--- src/rtl/afilt_pkg.sv ---
// Package: shared types for the receive address filter.
// Assumes: accept mode encoding is fixed at 2 bits and never extended.
package afilt_pkg;

    // Accept policy, encoding is part of the block's contract.
    typedef enum logic [1:0] {
        ACC_NONE      = 2'd0,
        ACC_STATION   = 2'd1,
        ACC_STA_BCAST = 2'd2,
        ACC_ALL       = 2'd3
    } acc_mode_e;

    // Frame tracking state.
    typedef enum logic [1:0] {
        TRK_IDLE    = 2'd0,
        TRK_COLLECT = 2'd1,
        TRK_HOLD    = 2'd2
    } trk_state_e;

endpackage

--- src/rtl/afilt_station_regs.sv ---
// Module: station address register file.
// Holds one byte register per address byte; a write to an index outside the
// register range is dropped. Assumes cfg_addr is stable with cfg_we.
module afilt_station_regs #(
    parameter int BYTES  = 6,
    parameter int BYTE_W = 8,
    localparam int AW    = (BYTES > 1) ? $clog2(BYTES) : 1
) (
    input  logic                          clk,
    input  logic                          rst_n,
    input  logic                          wr_en,
    input  logic [AW-1:0]                 wr_idx,
    input  logic [BYTE_W-1:0]             wr_val,
    output logic [BYTES-1:0][BYTE_W-1:0]  sta_bytes
);

    for (genvar k = 0; k < BYTES; k++) begin : g_reg
        logic [BYTE_W-1:0] byte_q;

        // Load station byte k on a matching write, clear on reset.
        always_ff @(posedge clk) begin
            if (!rst_n) begin
                byte_q <= '0;
            end else if (wr_en && (wr_idx == AW'(k))) begin
                byte_q <= wr_val;
            end
        end

        assign sta_bytes[k] = byte_q;
    end

endmodule

--- src/rtl/afilt_frame_track.sv ---
// Module: frame position tracker.
// Counts valid address bytes, flags the first and the last address byte and
// an early end marker, and holds off until the end marker once the address
// is complete. Assumes rx_frame_end is a one-cycle strobe.
module afilt_frame_track
    import afilt_pkg::*;
#(
    parameter int BYTES = 6,
    localparam int CW   = $clog2(BYTES + 1)
) (
    input  logic          clk,
    input  logic          rst_n,
    input  logic          byte_vld,
    input  logic          frame_end,
    output logic          byte_take,
    output logic          first_byte,
    output logic          last_byte,
    output logic          end_early,
    output logic [CW-1:0] byte_idx
);

    trk_state_e    state_q, state_d;
    logic [CW-1:0] cnt_q, cnt_d;
    logic          open_w;

    assign open_w     = (state_q != TRK_HOLD);
    assign byte_take  = open_w && byte_vld;
    assign first_byte = byte_take && (state_q == TRK_IDLE);
    assign last_byte  = byte_take && (cnt_q == CW'(BYTES - 1));
    assign end_early  = open_w && frame_end && !last_byte;
    assign byte_idx   = cnt_q;

    // Next-state and next-count selection for the frame position.
    always_comb begin
        state_d = state_q;
        cnt_d   = cnt_q;
        unique case (state_q)
            TRK_IDLE, TRK_COLLECT: begin
                if (last_byte) begin
                    cnt_d   = '0;
                    state_d = frame_end ? TRK_IDLE : TRK_HOLD;
                end else if (frame_end) begin
                    cnt_d   = '0;
                    state_d = TRK_IDLE;
                end else if (byte_take) begin
                    cnt_d   = cnt_q + 1'b1;
                    state_d = TRK_COLLECT;
                end
            end
            TRK_HOLD: begin
                if (frame_end) begin
                    state_d = TRK_IDLE;
                end
            end
            default: begin
                state_d = TRK_IDLE;
                cnt_d   = '0;
            end
        endcase
    end

    // Register the frame position.
    always_ff @(posedge clk) begin
        if (!rst_n) begin
            state_q <= TRK_IDLE;
            cnt_q   <= '0;
        end else begin
            state_q <= state_d;
            cnt_q   <= cnt_d;
        end
    end

endmodule

--- src/rtl/afilt_match.sv ---
// Module: running destination comparator.
// Keeps two flags per frame: still equal to the station address, and still
// all ones. The flags include the byte in flight so the last byte needs no
// extra cycle. Assumes byte_idx is below BYTES whenever byte_take is high.
module afilt_match #(
    parameter int BYTES  = 6,
    parameter int BYTE_W = 8,
    localparam int CW    = $clog2(BYTES + 1)
) (
    input  logic                          clk,
    input  logic                          rst_n,
    input  logic                          byte_take,
    input  logic                          first_byte,
    input  logic [CW-1:0]                 byte_idx,
    input  logic [BYTE_W-1:0]             byte_in,
    input  logic [BYTES-1:0][BYTE_W-1:0]  sta_bytes,
    output logic                          sta_hit,
    output logic                          bc_hit
);

    localparam logic [BYTE_W-1:0] ALL_ONES = '1;

    logic              sta_q, bc_q;
    logic              sta_base, bc_base;
    logic [BYTE_W-1:0] ref_byte;

    // Select the station byte that lines up with the incoming byte.
    always_comb begin
        ref_byte = '0;
        for (int k = 0; k < BYTES; k++) begin
            if (byte_idx == CW'(k)) begin
                ref_byte = sta_bytes[k];
            end
        end
    end

    assign sta_base = first_byte ? 1'b1 : sta_q;
    assign bc_base  = first_byte ? 1'b1 : bc_q;
    assign sta_hit  = sta_base && (byte_in == ref_byte);
    assign bc_hit   = bc_base && (byte_in == ALL_ONES);

    // Carry both match flags from byte to byte within a frame.
    always_ff @(posedge clk) begin
        if (!rst_n) begin
            sta_q <= 1'b0;
            bc_q  <= 1'b0;
        end else if (byte_take) begin
            sta_q <= sta_hit;
            bc_q  <= bc_hit;
        end
    end

endmodule

--- src/rtl/afilt_decide.sv ---
// Module: accept policy and decision register.
// Samples the mode with a frame's first byte and turns the match flags into
// a one-cycle accept or reject pulse. Assumes last_byte and end_early are
// never high together.
module afilt_decide
    import afilt_pkg::*;
(
    input  logic       clk,
    input  logic       rst_n,
    input  logic [1:0] mode_in,
    input  logic       first_byte,
    input  logic       last_byte,
    input  logic       end_early,
    input  logic       sta_hit,
    input  logic       bc_hit,
    output acc_mode_e  mode_use,
    output logic       accept,
    output logic       reject
);

    acc_mode_e mode_q;
    logic      pass_w;
    logic      acc_q, rej_q;

    assign mode_use = first_byte ? acc_mode_e'(mode_in) : mode_q;

    // Apply the frame's policy to the final match flags.
    always_comb begin
        unique case (mode_use)
            ACC_NONE:      pass_w = 1'b0;
            ACC_STATION:   pass_w = sta_hit;
            ACC_STA_BCAST: pass_w = sta_hit || bc_hit;
            ACC_ALL:       pass_w = 1'b1;
            default:       pass_w = 1'b0;
        endcase
    end

    // Hold the mode sampled at the start of the frame.
    always_ff @(posedge clk) begin
        if (!rst_n) begin
            mode_q <= ACC_NONE;
        end else if (first_byte) begin
            mode_q <= acc_mode_e'(mode_in);
        end
    end

    // Register the single-cycle decision pulse.
    always_ff @(posedge clk) begin
        if (!rst_n) begin
            acc_q <= 1'b0;
            rej_q <= 1'b0;
        end else begin
            acc_q <= last_byte && pass_w;
            rej_q <= (last_byte && !pass_w) || end_early;
        end
    end

    assign accept = acc_q;
    assign reject = rej_q;

endmodule

--- src/rtl/rx_addr_filter.sv ---
// Module: receive destination address filter, top level.
// Ties the station registers, frame tracker, comparator and policy together.
// Assumes destination bytes arrive first byte first, one per valid strobe.
module rx_addr_filter
    import afilt_pkg::*;
#(
    parameter int BYTES  = 6,
    parameter int BYTE_W = 8,
    localparam int AW    = (BYTES > 1) ? $clog2(BYTES) : 1,
    localparam int CW    = $clog2(BYTES + 1)
) (
    input  logic              clk,
    input  logic              rst_n,
    input  logic              cfg_we,
    input  logic [AW-1:0]     cfg_addr,
    input  logic [BYTE_W-1:0] cfg_wdata,
    input  logic [1:0]        acc_mode,
    input  logic              rx_byte_vld,
    input  logic [BYTE_W-1:0] rx_byte,
    input  logic              rx_frame_end,
    output logic              accept,
    output logic              reject
);

    logic [BYTES-1:0][BYTE_W-1:0] sta_bytes;
    logic                         byte_take, first_byte, last_byte, end_early;
    logic [CW-1:0]                byte_idx;
    logic                         sta_hit, bc_hit;
    acc_mode_e                    mode_use;

    afilt_station_regs #(.BYTES(BYTES), .BYTE_W(BYTE_W)) u_regs (
        .clk       (clk),
        .rst_n     (rst_n),
        .wr_en     (cfg_we),
        .wr_idx    (cfg_addr),
        .wr_val    (cfg_wdata),
        .sta_bytes (sta_bytes)
    );

    afilt_frame_track #(.BYTES(BYTES)) u_trk (
        .clk        (clk),
        .rst_n      (rst_n),
        .byte_vld   (rx_byte_vld),
        .frame_end  (rx_frame_end),
        .byte_take  (byte_take),
        .first_byte (first_byte),
        .last_byte  (last_byte),
        .end_early  (end_early),
        .byte_idx   (byte_idx)
    );

    afilt_match #(.BYTES(BYTES), .BYTE_W(BYTE_W)) u_match (
        .clk        (clk),
        .rst_n      (rst_n),
        .byte_take  (byte_take),
        .first_byte (first_byte),
        .byte_idx   (byte_idx),
        .byte_in    (rx_byte),
        .sta_bytes  (sta_bytes),
        .sta_hit    (sta_hit),
        .bc_hit     (bc_hit)
    );

    afilt_decide u_dec (
        .clk        (clk),
        .rst_n      (rst_n),
        .mode_in    (acc_mode),
        .first_byte (first_byte),
        .last_byte  (last_byte),
        .end_early  (end_early),
        .sta_hit    (sta_hit),
        .bc_hit     (bc_hit),
        .mode_use   (mode_use),
        .accept     (accept),
        .reject     (reject)
    );

endmodule

--- config.mk ---
export PLATFORM = sky130hd
export DESIGN_NAME = rx_addr_filter
export DESIGN_NICKNAME = d
export VERILOG_FILES = /design/src/rtl/afilt_pkg.sv /design/src/rtl/afilt_station_regs.sv /design/src/rtl/afilt_frame_track.sv /design/src/rtl/afilt_match.sv /design/src/rtl/afilt_decide.sv /design/src/rtl/rx_addr_filter.sv
export SDC_FILE = /design/constraint.sdc
export NUM_CORES = 1
export LEC_CHECK = 0
export ABC_AREA = 1
export CAP_MARGIN = 20
export CELL_PAD_IN_SITES_DETAIL_PLACEMENT = 1
export CELL_PAD_IN_SITES_GLOBAL_PLACEMENT = 1
export CORE_ASPECT_RATIO = 0.75
export CORE_UTILIZATION = 44
export CTS_CLUSTER_SIZE = 12
export DETAILED_ROUTE_END_ITERATION = 16
export GPL_ROUTABILITY_DRIVEN = 0
export PLACE_DENSITY = 0.92
export SYNTH_ARGS = -nofsm -noshare
export SYNTH_HDL_FRONTEND = slang
export SYNTH_HIERARCHICAL = 1
export SYNTH_SLANG_ARGS = --single-unit
--- constraint.sdc ---
create_clock -name clk -period 5.1 [get_ports clk]
set_input_delay 0.765 -clock clk [delete_from_list [all_inputs] [get_ports clk]]
set_output_delay 0.765 -clock clk [all_outputs]
set_load 0.01 [all_outputs]
==> key figures <==
Placed design
  – Post-DP Area: 3545 um2
  – Hpwl dp: 6988 um
  – Pre-CTS setup slack: 2.257 ns
  – Number of instances in the placed design: 626
  – # port buffers: 27

Critical path
  – Path type of the worst setup path: flop to flop
  – Worst path most repeated cell: nand2_1
  – Crit path from: u_trk/byte_idx[0]$_SDFFE_PN0P_
  – Crit path arrival time: 2.90 ns
  – Worst Setup End Kind: flop
  – Cells along the critical path: inv_1, nor3_4, inv_2, or2_1, nand3_1, nand2_1, nor2_1, nand2_1, nor2_2, or2_1, nand2_1, nand3_1, nand2_1
  – Reg2Reg Setup Slack: 2.42 ns
  – CP Max Fanout: 15
  – Slowest CP cell: dfxtp_1
  – Reg2reg path depth: 13
  – Worst reg2reg startpoint: u_trk/byte_idx[0]$_SDFFE_PN0P_
  – Slowest stage delay, CP: 0.69 ns
  – Worst Path Required: 5.32 ns
  – Crit Reg-Reg Endpoint: u_dec/reject$_SDFF_PN0_
  – CP Launch Type: flop

Min path
  – Hold Path Sink: u_regs/g_reg[3].byte_q[5]$_SDFFE_PN0P_
  – Hold path depth: 2
  – Worst Hold Class: flop to flop
  – Hold path startpoint: u_regs/g_reg[3].byte_q[5]$_SDFFE_PN0P_

GRT
  – Global-route wire length before repair: 15,900 um
  – GR Overflow Total: 0
  – Initial antenna violation count: 0
  – Vias in the first global route: 3,372
  – GR Util All Layers: 26.37%
  – Pin count of the biggest net entering global routing: 56

Timing
  – Least-Margin Pin Slew: 1.032 ns
  – RSZ-0062 raised after global routing: false
  – Hold Slack: 0.4858 ns
  – Final min period: 2.682 ns
  – Fin worst setup slack: 2.418 ns
  – Final setup viols: 0
  – Period utilization: 52.59%
  – Max Slew Vio Count: 0
  – Endpoints failing hold: 0
  – Final Skew: 0.009221 ns
  – Max_slew headroom: 31.23%
  – Fmax: 372.8 MHz
  – Final setup TNS: 0 ns

Clock tree
  – Worst-Skew Late Latency: 0.33 ns
  – Post-CTS Setup Inserts: 0
  – Reg clk slew, reported paths: 0.07 ns
  – CTS tree: yes
  – CTS H-tree lvls: 3
  – Num Clock Sinks: 59
  – Resize count post-CTS: 0
  – CTS root buffer: clkbuf_8
  – Clock buffer depth: 2
  – Post-CTS Hold Buffers: 0
  – Total CTS buffers: 9

Synth
  – Post-synth top area cell: dfxtp_1
  – Synthesized Nets: 542
  – Syn. warnings: 6
  – Synth area leaders: dfxtp_1 37%, nand2_1 15%, nor2_1 14%, nand3_1 12%, inv_1 4.9%
  – Area share of the largest cell type after synthesis: 36.59%
  – Synthesized instance count: 514
  – Mapped cell area: 3228 um2
  – Register area share after synthesis: 36.59%
  – Cell variety after synth: 27
  – Synth Register Bits: 59
  – Avg Synthesized Cell Area: 6.280 um2

Pwr
  – Pwr Total: 997.9 uW
  – Static leakage power: 1.667 nW
  – Maximum vdd drop: 0.1329 mV
  – Pwr Density: 269.3 nW/um2

Floorplanning
  – Core Region: 6962 um2
  – Site Rows: 26
  – Die Width: 100.9 um
  – Die Area: 7687 um2
  – Initial Util: 46.37%
  – Die Ht: 76.18 um
  – # IOs: 28

Job
  – Max_cap viols: 0

Route
  – Initial drt markers: 179
  – DRC: 0
  – Routed Antenna Nets: 0
  – DRT Wirelength: 9549 um
  – Via/cell ratio: 5.261
  – Drt wl/cell: 14.90 um
  – First-pass DRT Iterations: 4
  – Vias: 3,372

Finish
  – Layout cells sized above 1: 8.656%
  – Layout Nets: 567
  – Synthesis-to-finish area growth: 14.77%
  – Final core utilization: 53.22%
  – # diodes: 0
  – Final instance count without filler cells: 641
  – # fillers: 988
  – Design area: 3705 um2

Run status
  – Status: completed
[power by group]
part | internal, mW | switching, mW | leakage [nW]
logic | 0.0536 | 0.0919 | 1.10
clock network | 0.185 | 0.177 | 0.0860
registers | 0.478 | 0.0133 | 0.480
[layout by cell type, fill, tap and decap left out]
| cell | n |
|---|---|
| clkdlybuf4s50_1 | 26 |
| buf_2 | 1 |
| nor2_4 | 7 |
| nor2_2 | 7 |
| nor3_4 | 1 |
| ha_1 | 2 |
| or2_2 | 2 |
| nand4_1 | 11 |
| inv_2 | 6 |
| buf_4 | 1 |
| inv_4 | 1 |
| nand3b_1 | 2 |
| a21oi_1 | 10 |
| nor2_1 | 119 |
| clkinv_2 | 3 |
| nand2_2 | 7 |
| or2_1 | 7 |
| nand3_1 | 78 |
| nor3_1 | 4 |
| inv_1 | 42 |
| or2_0 | 1 |
| nand3_2 | 1 |
| o21bai_1 | 1 |
| dfxtp_1 | 59 |
| nand2_1 | 128 |
| nor4_1 | 2 |
| clkbuf_8 | 10 |
| clkbuf_1 | 2 |
| o21ai_0 | 2 |
[cell type report]
cell class              count  area, um2  area share (%)
clock buffers              12      145.1           3.918
clock inverters             3      15.01          0.4053
inverters                  49      186.4           5.032
multi-input cells         392       1782           48.09
flip-flops and latches     59       1181           31.88
well taps                  98      122.6           3.310
repair buffers             28      272.8           7.362
[cell usage after synthesis, drive strengths merged]
cell / number
buf: 14
inv: 49
dfxtp: 59
nand4: 11
or2: 10
nor4: 2
o21ai: 2
ha: 2
nand3b: 2
nand2: 135
o21bai: 1
nor3: 5
a21oi: 10
nand3: 79
nor2: 133
[flip-flops by register name (all words and copies together), names as in the netlist]
signal           count
u_trk/state_q        2
u_match/sta_q        1
u_trk/byte_idx       3
u_dec/mode_q         2
u_regs/g.byte_q     48
u_dec/accept         1
u_match/bc_q         1
u_dec/reject         1
[worst max-delay path: cells and delay by family, from the launching register on]
| kind | cells | cell delay [ns] |
|---|---|---|
| buf+inv | 2 | 0.35 |
| simple gates | 11 | 1.52 |
| flops | 1 | 0.69 |
[worst max-delay path by stage]
stage	slack (ns)	to
floorplan	3.12	u_dec/reject$_SDFF_PN0_
global placement	2.38	u_dec/reject$_SDFF_PN0_
detailed placement	2.26	u_dec/reject$_SDFF_PN0_
CTS	2.45	u_dec/reject$_SDFF_PN0_
global route	2.12	u_dec/reject$_SDFF_PN0_
finish	2.42	u_dec/reject$_SDFF_PN0_
[logic make-up (layout without fill, tap and decap cells)]
logic type      Yosys count  in the layout  synth area share (%)
buf+inv                  63             92                 8.217
compound gates           13             13                 2.093
fa+ha+maj                 2              2                0.7751
simple gates            377            377                 52.33
flops                    59             59                 36.59
[layer usage]
layer	part of all wire [%]	track usage, %
met1	45	32.93
met5	0	0
met4	0.90	6.667
met3	5.4	6.514
met2	49	45.21
(Power assumes the default switching activity.)
